**config.mk**
```make
export PLATFORM = sky130hd
export DESIGN_NAME = flash_byte_reader
export DESIGN_NICKNAME = d
export VERILOG_FILES = /design/src/rtl/frd_pkg.sv /design/src/rtl/frd_clkgen.sv /design/src/rtl/frd_addr.sv /design/src/rtl/frd_seq.sv /design/src/rtl/flash_byte_reader.sv
export SDC_FILE = /design/constraint.sdc
export NUM_CORES = 1
export LEC_CHECK = 0
export ABC_AREA = 1
export BUFFER_PORTS_ARGS = -buffer_cell sky130_fd_sc_hd__buf_2
export CAP_MARGIN = 15
export CORE_MARGIN = 2
export CORE_UTILIZATION = 60
export CTS_BUF_LIST = sky130_fd_sc_hd__clkbuf_4
export DETAILED_ROUTE_END_ITERATION = 16
export PLACE_DENSITY = 0.8
export SLEW_MARGIN = 5
export SYNTH_ARGS = -nofsm -noshare
export SYNTH_HDL_FRONTEND = slang
export SYNTH_SLANG_ARGS = --single-unit
export TNS_END_PERCENT = 50
```
**constraint.sdc**
```tcl
create_clock -name clk -period 5.3 [get_ports clk]
set_input_delay 0.53 -clock clk [delete_from_list [all_inputs] [get_ports clk]]
set_output_delay 0.53 -clock clk [all_outputs]
set_load 0.02 [all_outputs]
```
**src/rtl/frd_pkg.sv**
```systemverilog
package frd_pkg;

   typedef enum logic [1:0] {
      RD_IDLE = 2'd0,
      RD_HOLD = 2'd1,
      RD_READ = 2'd2
   } rd_state_t;

   localparam int LSEL_W = 3;

endpackage

```
**src/rtl/frd_clkgen.sv**
```systemverilog
module frd_clkgen #(
   parameter int DIV_W      = 8,
   parameter int INIT_DIV   = 16,
   parameter bit ALLOW_RATE = 1'b1
) (
   input  logic             clk,
   input  logic             rst_n,
   input  logic             run,
   input  logic             restart,
   input  logic             rate_upd,
   input  logic [DIV_W-1:0] rate_div,
   output logic             cfg_clk,
   output logic             rise_evt,
   output logic             fall_evt
);

   localparam logic [DIV_W-1:0] DIV_ONE  = DIV_W'(1);
   localparam logic [DIV_W-1:0] DIV_INIT = DIV_W'(INIT_DIV);

   logic [DIV_W-1:0] cur_div;
   logic [DIV_W-1:0] ph_cnt;
   logic             cclk_q;
   logic             tick;

   assign tick     = run && (ph_cnt == (cur_div - DIV_ONE));
   assign rise_evt = tick && !cclk_q;
   assign fall_evt = tick && cclk_q;
   assign cfg_clk  = cclk_q;

   // phase counter and clock level
   always_ff @(posedge clk or negedge rst_n) begin
      if (!rst_n) begin
         ph_cnt <= '0;
         cclk_q <= 1'b0;
      end else if (!run) begin
         ph_cnt <= '0;
         cclk_q <= 1'b0;
      end else if (tick) begin
         ph_cnt <= '0;
         cclk_q <= ~cclk_q;
      end else begin
         ph_cnt <= ph_cnt + DIV_ONE;
      end
   end

   generate
      if (ALLOW_RATE) begin : g_rate
         logic [DIV_W-1:0] pend_div;
         logic             pend_vld;

         always_ff @(posedge clk or negedge rst_n) begin
            if (!rst_n) begin
               cur_div  <= DIV_INIT;
               pend_div <= DIV_INIT;
               pend_vld <= 1'b0;
            end else if (restart) begin
               cur_div  <= DIV_INIT;
               pend_vld <= 1'b0;
            end else if (run) begin
               if (fall_evt && pend_vld) begin
                  cur_div  <= pend_div;
                  pend_vld <= 1'b0;
               end
               if (rate_upd) begin
                  pend_div <= (rate_div == '0) ? DIV_ONE : rate_div;
                  pend_vld <= 1'b1;
               end
            end
         end
      end else begin : g_fixed
         logic unused_rate;
         assign unused_rate = rate_upd ^ restart ^ (^rate_div);
         always_ff @(posedge clk or negedge rst_n) begin
            if (!rst_n) cur_div <= DIV_INIT;
            else        cur_div <= DIV_INIT;
         end
      end
   endgenerate

endmodule

```
**src/rtl/frd_addr.sv**
```systemverilog
module frd_addr #(
   parameter int ADDR_W    = 26,
   parameter bit USE_LIMIT = 1'b1
) (
   input  logic              clk,
   input  logic              rst_n,
   input  logic              start,
   input  logic              idle_nxt,
   input  logic              inc,
   input  logic [ADDR_W-1:0] byte_limit,
   output logic [ADDR_W-1:0] rom_addr,
   output logic              last_byte
);

   localparam logic [ADDR_W-1:0] ADDR_ONE = ADDR_W'(1);

   logic [ADDR_W-1:0] addr_q;

   always_ff @(posedge clk or negedge rst_n) begin
      if (!rst_n)        addr_q <= '0;
      else if (idle_nxt) addr_q <= '0;
      else if (inc)      addr_q <= addr_q + ADDR_ONE;
   end

   assign rom_addr = addr_q;

   generate
      if (USE_LIMIT) begin : g_limit
         logic [ADDR_W-1:0] limit_q;

         always_ff @(posedge clk or negedge rst_n) begin
            if (!rst_n)     limit_q <= '0;
            else if (start) limit_q <= byte_limit;
         end

         // the byte now captured is number addr_q+1 of the run
         assign last_byte = (limit_q != '0) && ((addr_q + ADDR_ONE) == limit_q);
      end else begin : g_nolimit
         logic unused_limit;
         assign unused_limit = (^byte_limit) ^ start;
         assign last_byte    = 1'b0;
      end
   endgenerate

endmodule

```
**src/rtl/frd_seq.sv**
```systemverilog
module frd_seq
   import frd_pkg::*;
#(
   parameter int              MODE_W    = 3,
   parameter logic [MODE_W-1:0] BYTE_MODE = 3'b010,
   parameter int              INIT_HOLD = 5
) (
   input  logic              clk,
   input  logic              rst_n,
   input  logic              prog_n,
   input  logic              init_in,
   input  logic [MODE_W-1:0] mode_in,
   input  logic              done_in,
   input  logic              rise_evt,
   input  logic              fall_evt,
   input  logic              last_byte,
   output logic              start,
   output logic              active,
   output logic              idle_nxt,
   output logic              cap,
   output logic              inc
);

   localparam int HC_W = (INIT_HOLD < 2) ? 1 : $clog2(INIT_HOLD);
   localparam logic [HC_W-1:0] HOLD_LAST = HC_W'(INIT_HOLD - 1);

   rd_state_t       state_q, state_d;
   logic [HC_W-1:0] hold_cnt;
   logic            init_q;
   logic            init_rise;

   // edge detector; reset high so a level already high never starts a read
   always_ff @(posedge clk or negedge rst_n) begin
      if (!rst_n) init_q <= 1'b1;
      else        init_q <= init_in;
   end

   assign init_rise = init_in && !init_q;
   assign start     = (state_q == RD_IDLE) && prog_n && init_rise &&
                      (mode_in == BYTE_MODE);

   always_comb begin
      state_d = state_q;
      if (!prog_n) begin
         state_d = RD_IDLE;
      end else begin
         unique case (state_q)
            RD_IDLE: if (start) state_d = RD_HOLD;
            RD_HOLD: begin
               if (done_in)
                  state_d = RD_IDLE;
               else if (fall_evt && (hold_cnt == HOLD_LAST))
                  state_d = RD_READ;
            end
            RD_READ: begin
               if (done_in)
                  state_d = RD_IDLE;
               else if (rise_evt && last_byte)
                  state_d = RD_IDLE;
            end
            default: state_d = RD_IDLE;
         endcase
      end
   end

   always_ff @(posedge clk or negedge rst_n) begin
      if (!rst_n) begin
         state_q  <= RD_IDLE;
         hold_cnt <= '0;
      end else begin
         state_q <= state_d;
         if (state_q != RD_HOLD)
            hold_cnt <= '0;
         else if (fall_evt)
            hold_cnt <= hold_cnt + HC_W'(1);
      end
   end

   assign active   = (state_q != RD_IDLE);
   assign idle_nxt = (state_d == RD_IDLE);
   assign cap      = (state_q == RD_READ) && rise_evt && !done_in && prog_n;
   assign inc      = (state_q == RD_READ) && fall_evt && !done_in && prog_n;

endmodule

```
**src/rtl/flash_byte_reader.sv**
```systemverilog
module flash_byte_reader
   import frd_pkg::*;
#(
   parameter int                ADDR_W     = 26,
   parameter int                DATA_W     = 8,
   parameter int                MODE_W     = 3,
   parameter logic [MODE_W-1:0] BYTE_MODE  = 3'b010,
   parameter int                DIV_W      = 8,
   parameter int                INIT_DIV   = 16,
   parameter int                INIT_HOLD  = 5,
   parameter bit                USE_LIMIT  = 1'b1,
   parameter bit                ALLOW_RATE = 1'b1
) (
   input  logic              clk,
   input  logic              rst_n,
   input  logic              prog_n,
   input  logic              init_in,
   input  logic [MODE_W-1:0] mode_in,
   input  logic              done_in,
   input  logic              rate_upd,
   input  logic [DIV_W-1:0]  rate_div,
   input  logic [ADDR_W-1:0] byte_limit,
   output logic [ADDR_W-1:0] rom_addr,
   input  logic [DATA_W-1:0] rom_data,
   output logic              rom_cs_n,
   output logic [2:0]        rom_lsel_n,
   output logic              rom_hsel_n,
   output logic              cfg_clk,
   output logic              out_valid,
   output logic [DATA_W-1:0] out_data
);

   // elaboration checks
   if (INIT_DIV < 1 || INIT_DIV >= (1 << DIV_W)) begin : g_bad_div
      $error("INIT_DIV must lie in 1 .. 2**DIV_W-1");
   end
   if (INIT_HOLD < 1) begin : g_bad_hold
      $error("INIT_HOLD must be at least 1");
   end
   if (ADDR_W < 2 || DATA_W < 1 || MODE_W < 1) begin : g_bad_width
      $error("ADDR_W, DATA_W and MODE_W are too small");
   end

   logic start, active, idle_nxt, cap, inc, last_byte;
   logic rise_evt, fall_evt;

   frd_seq #(
      .MODE_W    (MODE_W),
      .BYTE_MODE (BYTE_MODE),
      .INIT_HOLD (INIT_HOLD)
   ) u_seq (
      .clk       (clk),
      .rst_n     (rst_n),
      .prog_n    (prog_n),
      .init_in   (init_in),
      .mode_in   (mode_in),
      .done_in   (done_in),
      .rise_evt  (rise_evt),
      .fall_evt  (fall_evt),
      .last_byte (last_byte),
      .start     (start),
      .active    (active),
      .idle_nxt  (idle_nxt),
      .cap       (cap),
      .inc       (inc)
   );

   frd_clkgen #(
      .DIV_W      (DIV_W),
      .INIT_DIV   (INIT_DIV),
      .ALLOW_RATE (ALLOW_RATE)
   ) u_clkgen (
      .clk      (clk),
      .rst_n    (rst_n),
      .run      (active),
      .restart  (start),
      .rate_upd (rate_upd),
      .rate_div (rate_div),
      .cfg_clk  (cfg_clk),
      .rise_evt (rise_evt),
      .fall_evt (fall_evt)
   );

   frd_addr #(
      .ADDR_W    (ADDR_W),
      .USE_LIMIT (USE_LIMIT)
   ) u_addr (
      .clk        (clk),
      .rst_n      (rst_n),
      .start      (start),
      .idle_nxt   (idle_nxt),
      .inc        (inc),
      .byte_limit (byte_limit),
      .rom_addr   (rom_addr),
      .last_byte  (last_byte)
   );

   // byte capture at the cycle cfg_clk rises
   always_ff @(posedge clk or negedge rst_n) begin
      if (!rst_n) begin
         out_valid <= 1'b0;
         out_data  <= '0;
      end else begin
         out_valid <= cap;
         if (cap) out_data <= rom_data;
      end
   end

   assign rom_cs_n   = !active;
   assign rom_lsel_n = {LSEL_W{!active}};
   assign rom_hsel_n = !active;

endmodule

```
[After elaboration in Yosys (flattened, before gate mapping)]
Index checks and enable logic that the tools add are counted.
Word-level totals
  flip-flop bits (word level): 93
  output and inout port bits: 41
  word-level logic and storage cells: 83
Cells by class
  add/sub/neg operators: 4
  eq/ne operators: 8
  multiplexer cells: 23
  bitwise gates (word level): 2
  reduce and logical (&&, ||, !) cells: 34
Operators by type and width (count)
  $mux 26: 2
  $mux 8: 6
  $add 26x1->26 const B: 1
  $eq 26x26->1: 1
  $reduce_bool 26->1: 1
  $logic_and 1x1->1: 17
  $mux 2: 6
  $reduce_bool 2->1: 5
  $add 8x1->8 const B: 1
  $eq 8x8->1: 1
  $logic_not 8->1: 1
  $sub 8x1->8 const B: 1
  $mux 1: 6
  $mux 3: 2
  $pmux 2 s3: 1
  $logic_not 1->1: 4
  $logic_not 2->1: 2
  $reduce_and 2->1: 2
  $add 3x1->3 const B: 1
  $eq 3x2->1 const B: 1
  $eq 3x3->1 const B: 1
  $reduce_and 3->1: 1
  $reduce_bool 3->1: 1
  $eq 2x1->1 const B: 1
  4 further kinds: 5

[Longest topological paths before layout]
Gate-level depths: netlist of the first run.
  depth after elaboration: 11
  mapped depth: 20
  mapped depth without buffers: 19

[By module]
From an unflattened synthesis of the first run, not the netlist that was laid out.
Unflattened totals
  cell total of the unflattened synthesis: 771
  area, all modules: 5535.3 um^2
By module, submodules not included
  frd_addr: times used 1, cells each 489, area each 3294.4 um^2
  frd_clkgen: times used 1, cells each 190, area each 1472.7 um^2
  frd_seq: times used 1, cells each 52, area each 404.1 um^2
  flash_byte_reader: times used 1, cells each 40, area each 364.1 um^2

[Worst setup path after synthesis of the first run]
No wires, ideal clock.
  path type: register -> register
  start: register u_addr.addr_q[0], in the netlist u_addr.rom_addr[0]
  end: register u_addr.addr_q[10], in the netlist u_addr.rom_addr[10]
  data arrival time: 2.161 ns
  setup slack: 3.012 ns
  cell stages (with the launch flop): 20
  buffers on the path: 1
  clock period less this slack: 2.288 ns
  cell sequence: dfrtp_1 -> ha_1 -> nand3_2 -> inv_2 -> nand2_4 -> nor2_2 -> nand2_1 -> nand2_1 -> nand2_1 -> nand2_1 -> nand3_1 -> nor2_1 -> nand2_1 -> nor2_1 -> nand2_1 -> nand2_1 -> nand2_2 -> nand2_4 -> buf_12 -> a21oi_2
Between the ends
  longest elaborated chain between the ends: 10
  elaborated cells between the ends (all ways): 12
  classes of those cells: add/sub (1); eq/ne (1); mux (6); reduce/logical (4)
RTL lines
  start, declared: line frd_addr.sv:17  | logic [ADDR_W-1:0] addr_q;
  start signal, assigned: line frd_addr.sv:22  | else if (inc) addr_q <= addr_q + ADDR_ONE;
  $add 26x1->26 *: line frd_addr.sv:22, frd_addr.sv:37
  $eq 26x26->1: line frd_addr.sv:37  | assign last_byte = (limit_q != '0) && ((addr_q + ADDR_ONE) == limit_q);
  $logic_and 1x1->1: line frd_addr.sv:37
  $logic_and 1x1->1: line frd_seq.sv:58  | else if (rise_evt && last_byte)
  $mux 2: line frd_seq.sv:58
  $mux 2: line frd_seq.sv:56  | if (done_in)
  $pmux 2 s3: line frd_seq.sv:47  | unique case (state_q)
  $mux 2: line frd_seq.sv:44  | if (!prog_n) begin
  $logic_not 2->1: line frd_seq.sv:80  | assign idle_nxt = (state_d == RD_IDLE);
  $mux 26 or $reduce_bool 2->1 (tied branches)
Mark *: on every way between the ends. The rest lies on a longest branch, timed or not. The select of a mux whose other input is x is not followed.
A chain may end at the register's enable or synchronous reset.

[Final worst setup path of the first run]
  start: register u_clkgen.cur_div[0]
  end: register u_addr.addr_q[20], in the netlist u_addr.rom_addr[20]
Between the ends
  longest elaborated chain between the ends: 11
  elaborated cells between the ends (all ways): 19
  classes of those cells: add/sub (1); eq/ne (1); mux (7); reduce/logical (10)
RTL lines
  start, declared: line frd_clkgen.sv:20  | logic [DIV_W-1:0] cur_div;
  start signal, assigned: line frd_clkgen.sv:61  | cur_div <= pend_div;
  $sub 8x1->8 *: line frd_clkgen.sv:25  | assign tick = run && (ph_cnt == (cur_div - DIV_ONE));
  $eq 8x8->1 *: line frd_clkgen.sv:25
  $logic_and 1x1->1 *: line frd_clkgen.sv:25
  $logic_and 1x1->1, on equally long branches: line frd_clkgen.sv:26, frd_clkgen.sv:27
  $logic_and 1x1->1, on equally long branches: line frd_seq.sv:58, frd_seq.sv:52
  $mux 2, on equally long branches: line frd_seq.sv:58, frd_seq.sv:52
  $mux 2, on equally long branches: line frd_seq.sv:56, frd_seq.sv:50
  $pmux 2 s3: line frd_seq.sv:47
  $mux 2: line frd_seq.sv:44
  $logic_not 2->1: line frd_seq.sv:80
  $mux 26 or $reduce_bool 2->1 (tied branches)
Mark *: on every way between the ends. The rest lies on a longest branch, timed or not.

==> summary by stage, run 1 <==
Outcome
The run finished with clean final reports.

Clocking
The clock latency on the worst-skew pair is 0.46 ns. The number of H-tree levels is 3. CTS placed an instance of sky130_fd_sc_hd__clkbuf_4 at the clock tree root.

The clock transition time at the flip-flop clock pins of the worst setup and hold paths is 0.15 ns. TritonCTS built the clock tree. The number of cells upsized or downsized after cts is 0. Clock tree synthesis found a total of 93 sinks. The CTS buffer count is 9. The clock tree buffer depth is 2.

GRT
The total overflow reported by the global router is 0. The maximum number of pins on one net before global-route repair is 63. The first global-routing pass estimated 23200 microns of wire.

The overall track demand over capacity in global routing is 28.1%. The number of antenna violations at the first check in global routing is 0. The via count of the first global-routing pass is 5184.

Placed design
Counting tap cells, the placed design contains a total of 1023 instances. The global placer's final weighted congestion is 1.04. The count of input and output buffers is 91. At the placement stage, the worst setup path has a slack of 2.34 ns.

The placed instance area is 6290 sq um. The detailed placer's ending HPWL is 10400 microns.

Synthesis
The library cell occupying the most area in the post-synthesis netlist is sky130_fd_sc_hd__dfrtp_1. The warning count from the yosys run is 0. Ranked by instance count, the synthesized netlist is headed by 270 x sky130_fd_sc_hd__nand2_1, 110 x sky130_fd_sc_hd__inv_1, 90 x sky130_fd_sc_hd__dfrtp_1. After synthesis, the share of flip-flops with an asynchronous set or reset is 100%.

After synthesis the netlist holds a flip-flop and latch count of 93. The unique cell type count in the Yosys netlist is 39. After synthesis the cells add up to 5800 sq um. The synthesized design devotes to its leading area cell type 38.9% of total area. The sequential-to-total area share from yosys stat is 40.2%. In the post-synthesis netlist, the cell with the most instances is sky130_fd_sc_hd__nand2_1. The number of nets handed over by synthesis was 878. For this run, the leading register cell type out of synthesis is sky130_fd_sc_hd__dfrtp_1.

Each instance of the synthesized netlist takes up on average 7.05 sq um. The number of cells produced by synthesis is 822. In this run, synthesis inferred 0 flip-flops with an integrated enable. Sorting the synthesized cells by area gives the leading types as sky130_fd_sc_hd__dfrtp_1 39%, sky130_fd_sc_hd__nand2_1 17%, sky130_fd_sc_hd__inv_1 7.1%, sky130_fd_sc_hd__nand3_1 6.0%, sky130_fd_sc_hd__o21ai_0 4.7%.

Timing
The clock arrives with 0.0144 ns of skew. The number of failing hold endpoints at the final stage was 0. The headroom to the max-slew limit is 42.5%. The smallest hold slack is 0.168 ns.

The count of pins over their slew limit is 0. The minimum clock period is 3.01 ns. Across all setup checks in the final design, the least slack found is 2.29 ns. Static timing analysis puts the maximum clock frequency at 333 MHz.

Setup violations remaining at the end of the flow were counted as 0. Setup total negative slack on the finished layout was measured at 0 ns. The final critical-path share of the clock period is 56.7%. For the pin with the worst max-slew slack, the measured transition is 0.859 ns. Setup repair after global routing left no endpoint under its margin.

Routing
For this block, the initial DRC count from the detailed router was 362. The routed layout has 5435 vias. The post-route DRC violation count is 0. The total routed wirelength is 14000 microns. The post-route antenna net violation count is 0. Using the TritonRoute via totals, the vias-per-cell ratio works out to 5.23. The first TritonRoute pass finished after 5 iterations. The mean routed wirelength per cell is 13.4 microns.

Critical path
The category of the worst setup path launch point is a flip-flop. The end point of the critical path is u_addr.rom_addr[20]$_DFFE_PN0P_. STA classifies the critical path endpoint as a flip-flop. For the worst setup path, the data required time is 5.69 ns. The endpoint identified for the worst register-to-register timing path is u_addr.rom_addr[20]$_DFFE_PN0P_.

The register-to-register setup slack is 2.29 ns. The critical path is of the reg -> reg type. The startpoint identified for the worst register-to-register timing path is u_clkgen.cur_div[0]$_DFFE_PN0P_. In this run the worst path has a maximum fanout of 38. At the worst endpoint, the arrival time is 3.40 ns.

Counting cells, the worst reg-to-reg path comes to 18. In this run the worst setup path begins at u_clkgen.cur_div[0]$_DFFE_PN0P_.

Power and ir drop
The worst-case IR drop observed on VDD is 0.137 mV. In this run the static leakage power is 3.24 nW. Power spread over the standard cell area amounts to 227 nW/um^2.

Cells and area
Cells with a size suffix above 1 make up 19.4% of the layout. Counting the fill cells in the layout gives 815. The area occupied by multi-input gates is 2890 sq um. The area of all sequential standard cells is 2330 sq um. 0 antenna diodes ended up in the layout. The count of placed standard cells in the final layout, fillers left out is 1040. For this run, the post-layout net count is 962. From synthesis to final layout, the design area changed by 10.8%. The summed area of non-filler cells in the final layout is 6420 sq um.

Floorplanning
Once the floorplan was initialized, standard cells occupied 62.1% of the core. After floorplanning, the core was sized to cover 9330 sq um. The floorplan has 35 rows. In this run the horizontal extent of the chip is 102 microns.

The boundary pin count is 92. The die height is 102 microns. The die covers 10500 sq um.

Worst hold path
The worst hold path belongs to the class in -> reg.

Run
The max-cap check violation count is 0.
[where the power goes]
part	switching, W	internal [W]	leakage (nW)
Combinational	0.000158	0.0000981	1.97
Clock	0.000254	0.000108	0.0611
Sequential	0.0000566	0.000782	1.21
Total	0.000469	0.000988	3.24
[worst min path at each step]
| stage | to | cells past startpoint | from | slack, ns |
|---|---|---|---|---|
| final | u_seq.init_q$_DFF_PN1_ | 1 | init_in | 0.17 |
| after detailed placement | out_data[5]$_DFFE_PN0P_ | 2 | out_data[5]$_DFFE_PN0P_ | 0.46 |
| after global placement | out_data[2]$_DFFE_PN0P_ | 2 | out_data[2]$_DFFE_PN0P_ | 0.45 |
| after CTS | u_seq.init_q$_DFF_PN1_ | 1 | init_in | 0.15 |
| after global routing | u_seq.init_q$_DFF_PN1_ | 1 | init_in | 0.14 |
| after floorplan | out_data[0]$_DFFE_PN0P_ | 0 | rst_n | 0.23 |
[worst max-delay path: stages (launching register included)]
cell                      delay (ns)
sky130_fd_sc_hd__dfrtp_1        0.40
sky130_fd_sc_hd__inv_1          0.15
sky130_fd_sc_hd__ha_1           0.27
sky130_fd_sc_hd__inv_1          0.06
sky130_fd_sc_hd__nand2_1        0.08
sky130_fd_sc_hd__nand2_1        0.06
sky130_fd_sc_hd__nand2_1        0.05
sky130_fd_sc_hd__nand2_1        0.05
sky130_fd_sc_hd__nor2_1         0.09
sky130_fd_sc_hd__nand2_1        0.07
sky130_fd_sc_hd__nor2_2         0.14
sky130_fd_sc_hd__nand4_4        0.15
sky130_fd_sc_hd__nor2_4         0.16
sky130_fd_sc_hd__nand2_2        0.43
sky130_fd_sc_hd__inv_2          0.39
sky130_fd_sc_hd__nand3_1        0.12
sky130_fd_sc_hd__o21ai_0        0.10
sky130_fd_sc_hd__inv_1          0.07
sky130_fd_sc_hd__a21oi_2        0.09
[placed cells by master (no fill, tap or decap), drive strengths merged, types with 3 or more instances in the layout]
master	n
nand2	286
inv	118
buf	92
dfrtp	90
nor2	88
nand3	70
o21ai	59
a21oi	30
nand4	12
clkbuf	11
nor3	9
xor2	8
nand3b	6
ha	5
xnor2	3
or2	3
and3	3
dfstp	3
[sequential cells by signal, summed over array words and instances (netlist names)]
register / count
u_addr.g_limit.limit_q: 26
u_addr.rom_addr: 26
out_data: 8
u_clkgen.cur_div: 8
u_clkgen.g_rate.pend_div: 8
u_clkgen.ph_cnt: 8
u_seq.hold_cnt: 3
u_seq.state_q: 2
out_valid: 1
u_clkgen.cfg_clk: 1
u_clkgen.g_rate.pend_vld: 1
u_seq.init_q: 1
[metal layers]
metal,vias up,wire length [microns],GRT usage [%]
li1,2742,-,-
met1,2499,6130,36.9
met2,172,6740,47.1
met3,22,835,4.51
met4,0,243,10.7
met5,-,0,0
[cell type report]
| cell class | count | share of cell area, % |
|---|---|---|
| sequential | 93 | 36.3 |
| clock inverter | 5 | 0.565 |
| tap | 129 | 2.51 |
| timing repair buffer | 93 | 7.41 |
| inverter | 117 | 6.84 |
| clock buffer | 11 | 1.29 |
| multi-input combinational | 592 | 45.1 |
[kinds of logic (layout without fill, tap and decap cells)]
family / Yosys count / after routing / share of synthesized area [%]
simple gates: 481 / 481 / 37.5
fa+ha+maj: 5 / 5 / 1.08
compound gates: 95 / 95 / 9.72
xor+xnor: 11 / 11 / 1.66
buf+inv: 137 / 226 / 9.87
flops: 93 / 93 / 40.2
[per-stage QoR]
step	power [W]	utilization, %
after global placement	0.00109	67.4
after global routing	0.00155	68.8
final	0.00146	68.8
after CTS	0.00146	68.8
after floorplan	0.00101	-
after detailed placement	0.00111	67.4
[timing repair]
item,in CTS,in global routing
endpoints found under the hold margin,31,0
hold buffers,1,0
setup buffers,0,0
Note: power is estimated with default switching activity, not from simulation.
==> run 2, diff against run 1 <==
--- a/config.mk
+++ b/config.mk
@@ -9,10 +9,10 @@
 export BUFFER_PORTS_ARGS = -buffer_cell sky130_fd_sc_hd__buf_2
 export CAP_MARGIN = 15
 export CORE_MARGIN = 2
-export CORE_UTILIZATION = 60
+export CORE_UTILIZATION = 59
 export CTS_BUF_LIST = sky130_fd_sc_hd__clkbuf_4
 export DETAILED_ROUTE_END_ITERATION = 16
-export PLACE_DENSITY = 0.8
+export PLACE_DENSITY = 0.79
 export SLEW_MARGIN = 5
 export SYNTH_ARGS = -nofsm -noshare
 export SYNTH_HDL_FRONTEND = slang
==> constraint.sdc (replaced) <==
create_clock -name clk -period 3.1 [get_ports clk]
set_input_delay 0.31 -clock clk [delete_from_list [all_inputs] [get_ports clk]]
set_output_delay 0.31 -clock clk [all_outputs]
set_load 0.02 [all_outputs]
==> summary by stage, run 2 (synthesis gave the netlist of run 1 again) <==
Outcome
The flow ran to the end, and the final reports show no timing, DRC or antenna violations.

Critical path
The delay of the slowest cell on the worst path is 0.53 ns (+0.10 ns). STA classifies the critical path endpoint as a flip-flop. The worst setup path is launched from a flip-flop. In this run the critical register-to-register path is launched from u_addr.rom_addr[0]$_DFFE_PN0P_. The arrival time of the worst setup path is 3.17 ns (-0.23 ns). The cell with the largest stage delay on the worst path is sky130_fd_sc_hd__dfrtp_1.

The critical path is of the reg -> reg type. Traced cell by cell, the critical path runs through ha_1, nand3_2, nor2_1, nand2_1, nand2_1, nand2_1, nand2_1, nand2_1, nor2_1, nand2_1, nor2_1, nand2_1, nor2_1, nand2_1, nand2_1, nand2_2, nand2_8, a21oi_2. The kind of cell with the highest combined delay on the critical path is simple AND/OR/NAND/NOR gates. The maximum fanout encountered on the critical timing path is 27 (-29%). In this design, the critical path's most frequently occurring cell is sky130_fd_sc_hd__nand2_1. Tracing the worst setup path back leads to its startpoint at u_addr.rom_addr[0]$_DFFE_PN0P_. The data required time of the worst path was 3.46 ns (-2.23 ns).

The worst path buffer plus inverter count is 0 (-4).

Timing
The count of pins over their slew limit is 0 (unchanged). The clock tree skew after final layout is 0.0320 ns (+0.0175 ns). The setup TNS came to 0 ns (unchanged). The setup-violating endpoint count in the final report is 0 (unchanged). The final critical-path share of the clock period is 90.7% (+34 points). The minimum clock period was 2.81 ns (-0.194 ns).

The smallest hold slack was 0.0366 ns (-0.131 ns). The worst-margin pin slew came to 0.578 ns (-0.281 ns). The maximum clock frequency is 356 MHz (+6.9%). Setup repair after global routing left no endpoint under its margin. The number of failing hold endpoints at the final stage was 0 (unchanged). The headroom to the max-slew limit was 61.3% (+19 points).

Routing
The total via count after detailed routing is 5618 (+3.4%). The iteration count of the initial detailed-routing pass is 7 (+2). The mean routed wirelength per cell is 13.5 microns (+0.99%).

The DRC marker count from the first detailed-route iteration was 354 (-2.2%). The total routed wirelength is 14400 microns (+3.3%). The via count normalized by instance count is 5.28 (+1.0%).

The post-route antenna net violation count is 0 (unchanged). The post-route DRC violation count came to 0 (unchanged).

Clocking
The clock latency on the worst-skew pair came to 0.49 ns (+0.03 ns). The cell sitting at the root of the clock tree is a sky130_fd_sc_hd__clkbuf_4. The clock tree from TritonCTS is built. The CTS buffer count is 9 (unchanged). The clock transition time at the flip-flop clock pins of the worst setup and hold paths was 0.16 ns (about the same).

The clock tree buffer depth is 2 (unchanged). The number of H-tree levels is 3 (unchanged). The count of clock tree sinks is 93 (unchanged).

GRT
The overall track demand over capacity in global routing is 29.0% (+0.85 points). The maximum number of pins on one net before global-route repair is 94 (+49%). The number of antenna violations at the first check in global routing was 0 (unchanged). The total overflow reported by the global router was 0 (unchanged). The via count of the first global-routing pass is 5218 (+0.66%). The first-pass GRT wire length is 23800 microns (+2.7%).

Cells and area
The area of all sequential standard cells is 2330 sq um (unchanged). Leaving out fill and tap cells, the most frequent cells in the layout are 270 x sky130_fd_sc_hd__nand2_1, 110 x sky130_fd_sc_hd__inv_1, 90 x sky130_fd_sc_hd__buf_2, 90 x sky130_fd_sc_hd__dfrtp_1, 70 x sky130_fd_sc_hd__nor2_1. From synthesis to final layout, the design area changed by 14.6%. The area occupied by multi-input gates is 2900 sq um (+0.30%).

The proportion of layout cells with a drive suffix above 1 was 19.8% (+0.33 points). The most frequent standard cell in the layout excluding fill and tap cells is sky130_fd_sc_hd__nand2_1. The fill cell total of the finished layout was 846 (+3.8%). The total inserted antenna cells is 0 (unchanged). The final layout net count was 982 (+2.1%).

Worst hold path
The tightest min-delay check is of the in -> reg type. The startpoint identified for the worst hold timing path is byte_limit[24].

Floorplanning
The die boundary width was 103 microns (+0.81%). The starting density of the core came to 60.1% (-2.0 points). The die height came to 103 microns (+0.81%). The number of placement rows was 36 (+2.9%).

The core box area is 9640 sq um (+3.3%). The boundary pin count is 92 (unchanged). The die area is 10600 sq um (+1.6%).

Run
The max-cap check violation count is 0 (unchanged).

Placed design
The detailed placer's ending HPWL was 10600 microns (+1.6%). The count of input and output buffers is 91 (unchanged). The global placer's final weighted congestion is 0.928 (-11%).

Power and ir drop
The leakage power was 3.33 nW (+3.0%). The total power per unit cell area came to 377 nW/um^2 (+66%). The maximum VDD drop is 0.374 mV (+170%).
[run 2: changes by cell type in the layout (fill, tap and decap cells not counted), sizes merged]
cell | before | now
clkinv | 2 | 3
dlygate4sd3 | 1 | 14
clkinvlp | 2 | 1
buf | 92 | 99
[run 2: final cells by class]
class / count / share of cell area [%]
Clock inverter: 5 / 0.565
Inverter: 117 / 6.61
Clock buffer: 11 / 1.24
Sequential cell: 93 / 35.1
Multi-Input combinational cell: 592 / 43.7
Tap cell: 133 / 2.51
Timing Repair Buffer: 113 / 10.3
[run 2: power by group]
part	total, W	switching, W	internal (W)
combinational	0.000450	0.000268	0.000182
clock	0.000619	0.000433	0.000186
sequential	0.00143	0.0000964	0.00134
total	0.00250	0.000797	0.00170
[run 2: worst min-delay path: stages]
cell and delay (ns):
sky130_fd_sc_hd__buf_2 0.08, sky130_fd_sc_hd__nand2_1 0.04, sky130_fd_sc_hd__nand2_1 0.05
[run 2: final timing paths]
kind	end	cells after the start	slack, ns
hold reg to reg	u_clkgen.cur_div[4]$_DFFE_PN1P_	2	0.50
setup reg to reg	u_addr.rom_addr[19]$_DFFE_PN0P_	18	0.29
setup / recovery	u_addr.rom_addr[19]$_DFFE_PN0P_	18	0.29
hold / removal	u_addr.g_limit.limit_q[24]$_DFFE_PN0P_	3	0.04
min in group asynchronous	u_addr.rom_addr[7]$_DFFE_PN0P_	3	0.40
max in group asynchronous	u_clkgen.g_rate.pend_div[4]$_DFFE_PN1P_	3	2.29
[run 2: per-stage QoR]
stage / cells / util, % / power, W / worst slack, ns / area [sq um]
detailed placement: 1034 / 66.1 / 0.00189 / 0.254 / 6370
global route: 1064 / 68.9 / 0.00266 / 0.0171 / 6640
global placement: 1034 / 66.1 / 0.00187 / 0.259 / 6370
floorplan: 822 / - / 0.00173 / 0.812 / 5800
CTS: 1064 / 68.8 / 0.00252 / 0.226 / 6630
finish: 1064 / 68.9 / 0.00250 / 0.288 / 6640
[run 2: routing by layer]
layer  vias up  part of all wire, %  wire length [microns]  GRT usage (%)
met5         -                    0                      0              0
met4         0                  2.6                    380           12.3
met3        34                  6.3                    912           5.22
met2       212                   48                   6940           48.2
met1      2585                   43                   6190           37.3
li1       2787                    -                      -              -
[run 2: what timing repair did]
item / 4_1_cts / 5_1_grt
setup buffers: 0 / 0
gates resized for setup: 0 / 1
setup endpoints to repair: 0 / 23
hold buffers: 14 / 0
hold endpoints to repair: 103 / 0
==> run 3, diff against run 2 <==
--- a/config.mk
+++ b/config.mk
@@ -13,6 +13,7 @@
 export CTS_BUF_LIST = sky130_fd_sc_hd__clkbuf_4
 export DETAILED_ROUTE_END_ITERATION = 16
 export PLACE_DENSITY = 0.79
+export REMOVE_ABC_BUFFERS = 1
 export SLEW_MARGIN = 5
 export SYNTH_ARGS = -nofsm -noshare
 export SYNTH_HDL_FRONTEND = slang
==> constraint.sdc (replaced) <==
create_clock -name clk -period 3 [get_ports clk]
set_input_delay 0.3 -clock clk [delete_from_list [all_inputs] [get_ports clk]]
set_output_delay 0.3 -clock clk [all_outputs]
set_load 0.02 [all_outputs]
==> summary by stage, run 3 (synthesis gave the netlist of run 1 again) <==
Clocking
The clock root buffer is sky130_fd_sc_hd__clkbuf_4. The count of clock tree sinks is 93 (unchanged). The number of H-tree levels was 3 (unchanged). The clock latency on the worst-skew pair is 0.48 ns (about the same). The clock tree buffer depth is 2 (unchanged). The clock transition time at the flip-flop clock pins of the worst setup and hold paths was 0.14 ns (-0.02 ns). The number of setup buffers added after CTS was 0 (unchanged). The clock tree from TritonCTS is built. The CTS buffer count was 9 (unchanged).

Critical path
The critical path in this run is classified as reg -> reg. The kind of end point of the critical path is a flip-flop. The maximum fanout encountered on the critical timing path was 27 (unchanged). The worst setup path is launched from a flip-flop. The arrival time of the worst setup path is 3.04 ns (-0.13 ns). The worst reg-to-reg path cell count is 16 (-2).

The data required time of the worst path came to 3.34 ns (-0.12 ns). The register-to-register setup slack came to 0.30 ns (about the same).

Placed design
The detailed placer's ending HPWL was 10800 microns (+1.7%). The count of input and output buffers is 91 (unchanged). The placed instance area is 6370 sq um (unchanged). The global placer's final weighted congestion is 1.01 (+9.3%). The count of placed standard cells including taps is 1034 (unchanged).

Power and ir drop
The leakage power is 3.34 nW (+0.25%). The total power per unit cell area is 387 nW/um^2 (+2.7%). The maximum VDD drop is 0.392 mV (+4.7%).

Timing
Setup repair after global routing left no endpoint under its margin. The maximum clock frequency is 371 MHz (+4.2%). The minimum clock period is 2.70 ns (-0.114 ns).

The setup-violating endpoint count in the final report is 0 (unchanged). The final critical-path share of the clock period is 89.9% (-0.79 points). The number of failing hold endpoints at the final stage came to 0 (unchanged). The setup TNS came to 0 ns (unchanged).

The worst-margin pin slew came to 0.654 ns (+0.0761 ns). The clock tree skew after final layout is 0.0340 ns (+0.00202 ns). The headroom to the max-slew limit is 56.4% (-4.9 points). The count of pins over their slew limit is 0 (unchanged).

Cells and area
The count of placed standard cells in the final layout, fillers left out is 1064 (unchanged). The fill cell total of the finished layout was 868 (+2.6%). The top cell types in the final layout, fill and taps aside, are 270 x sky130_fd_sc_hd__nand2_1, 110 x sky130_fd_sc_hd__inv_1, 90 x sky130_fd_sc_hd__buf_2, 90 x sky130_fd_sc_hd__dfrtp_1, 70 x sky130_fd_sc_hd__nor2_1. The final layout net count is 982 (unchanged). The fraction of the core area covered by cells at the end of the flow came to 68.9% (unchanged). The summed area of non-filler cells in the final layout is 6640 sq um (unchanged).

The proportion of layout cells with a drive suffix above 1 is 19.9% (+0.11 points). The total inserted antenna cells is 0 (unchanged). The area growth from synthesis to layout is 14.6% (unchanged). The most frequent standard cell in the layout excluding fill and tap cells is sky130_fd_sc_hd__nand2_1.

Floorplanning
The die boundary width came to 103 microns (unchanged). The starting density of the core came to 60.1% (unchanged). The die area is 10600 sq um (unchanged).

The die height came to 103 microns (unchanged). The boundary pin count is 92 (unchanged). The number of placement rows is 36 (unchanged). The core box area came to 9640 sq um (unchanged).

Routing
The iteration count of the initial detailed-routing pass is 5 (-2). The mean routed wirelength per cell was 13.4 microns (-0.82%). The total routed wirelength is 14300 microns (-0.82%). The post-route antenna net violation count is 0 (unchanged). The via count normalized by instance count is 5.24 (-0.78%). The DRC marker count from the first detailed-route iteration is 254 (-28%). The total via count after detailed routing came to 5574 (-0.78%).

The post-route DRC violation count is 0 (unchanged).

GRT
The overall track demand over capacity in global routing is 28.4% (-0.56 points). The number of antenna violations at the first check in global routing is 0 (unchanged). The total overflow reported by the global router came to 0 (unchanged).

The via count of the first global-routing pass was 5376 (+3.0%). The first-pass GRT wire length is 23600 microns (-0.70%). The maximum number of pins on one net before global-route repair is 50 (-47%).

Worst hold path
The hold path depth is 3 (unchanged). The min-delay analysis places its worst path in the category in -> reg.

Outcome
The flow ran to the end, and the final reports show no timing, DRC or antenna violations.

Run
The max-cap check violation count came to 0 (unchanged).
[run 3: cell types whose count changed in the layout (fill, tap and decap cells not counted), sizes merged]
cell,delta
inv,-1
clkinv,+1
[run 3: repair_timing]
item | CTS | global route
hold endpoints to repair | 57 | 2
resized for setup | 0 | 3
hold buffers | 12 | 2
endpoints found under the setup margin | 0 | 26
[run 3: worst paths after layout]
path	end	startpoint
worst min-delay path	u_addr.g_limit.limit_q[8]$_DFFE_PN0P_	byte_limit[8]
worst min register to register	u_clkgen.g_rate.pend_div[7]$_DFFE_PN0P_	u_clkgen.g_rate.pend_div[7]$_DFFE_PN0P_
worst max-delay path	u_addr.rom_addr[20]$_DFFE_PN0P_	u_addr.rom_addr[0]$_DFFE_PN0P_
min in group asynchronous	u_addr.rom_addr[6]$_DFFE_PN0P_	rst_n
max in group asynchronous	u_clkgen.cur_div[4]$_DFFE_PN1P_	rst_n
worst max register to register	u_addr.rom_addr[20]$_DFFE_PN0P_	u_addr.rom_addr[0]$_DFFE_PN0P_
[run 3: layer usage]
layer | vias up | GRT usage, % | share of wire [%]
met1 | 2578 | 34.2 | 42
met3 | 27 | 7.46 | 6.4
li1 | 2792 | - | -
met2 | 177 | 49.2 | 49
met5 | - | 0 | 0
met4 | 0 | 10.2 | 2.4
[run 3: power by group]
| part | total [W] | internal, W | switching (W) |
|---|---|---|---|
| Clock | 0.000610 | 0.000185 | 0.000425 |
| Sequential | 0.00149 | 0.00138 | 0.000104 |
| Combinational | 0.000475 | 0.000189 | 0.000286 |
| Total | 0.00257 | 0.00176 | 0.000815 |
[run 3: per-stage QoR]
stage | hold slack, ns | setup slack [ns] | power, W
6_report | 0.0222 | 0.302 | 0.00257
5_1_grt | 0.00154 | 0.0288 | 0.00272
4_1_cts | 0.00230 | 0.209 | 0.00258
3_5_place_dp | 0.368 | 0.241 | 0.00196
3_3_place_gp | 0.356 | 0.314 | 0.00194
2_1_floorplan | 0.00441 | -0.436 | 0.00179
[run 3: area by class of cell]
| class | instances | area [sq um] | area share [%] |
|---|---|---|---|
| flip-flops and latches | 93 | 2330 | 35.1 |
| inverters | 117 | 439 | 6.61 |
| multi-input cells | 592 | 2910 | 43.8 |
| well taps | 133 | 166 | 2.51 |
| clock inverters | 5 | 30.0 | 0.452 |
| repair buffers | 113 | 683 | 10.3 |
| clock buffers | 11 | 82.6 | 1.24 |
[run 3: critical path: stages, from the launching register on]
cell	delay, ns
sky130_fd_sc_hd__dfrtp_1	0.48
sky130_fd_sc_hd__ha_1	0.25
sky130_fd_sc_hd__nand3_2	0.14
sky130_fd_sc_hd__nor2_1	0.28
sky130_fd_sc_hd__nand2_1	0.14
sky130_fd_sc_hd__nand3_1	0.10
sky130_fd_sc_hd__nand2_1	0.05
sky130_fd_sc_hd__nor2_1	0.10
sky130_fd_sc_hd__nand3_1	0.15
sky130_fd_sc_hd__nor2_1	0.12
sky130_fd_sc_hd__nand2_1	0.05
sky130_fd_sc_hd__nor2_1	0.14
sky130_fd_sc_hd__nand2_1	0.08
sky130_fd_sc_hd__nand2_1	0.07
sky130_fd_sc_hd__nand2_2	0.08
sky130_fd_sc_hd__nand2_8	0.23
sky130_fd_sc_hd__a21oi_2	0.09
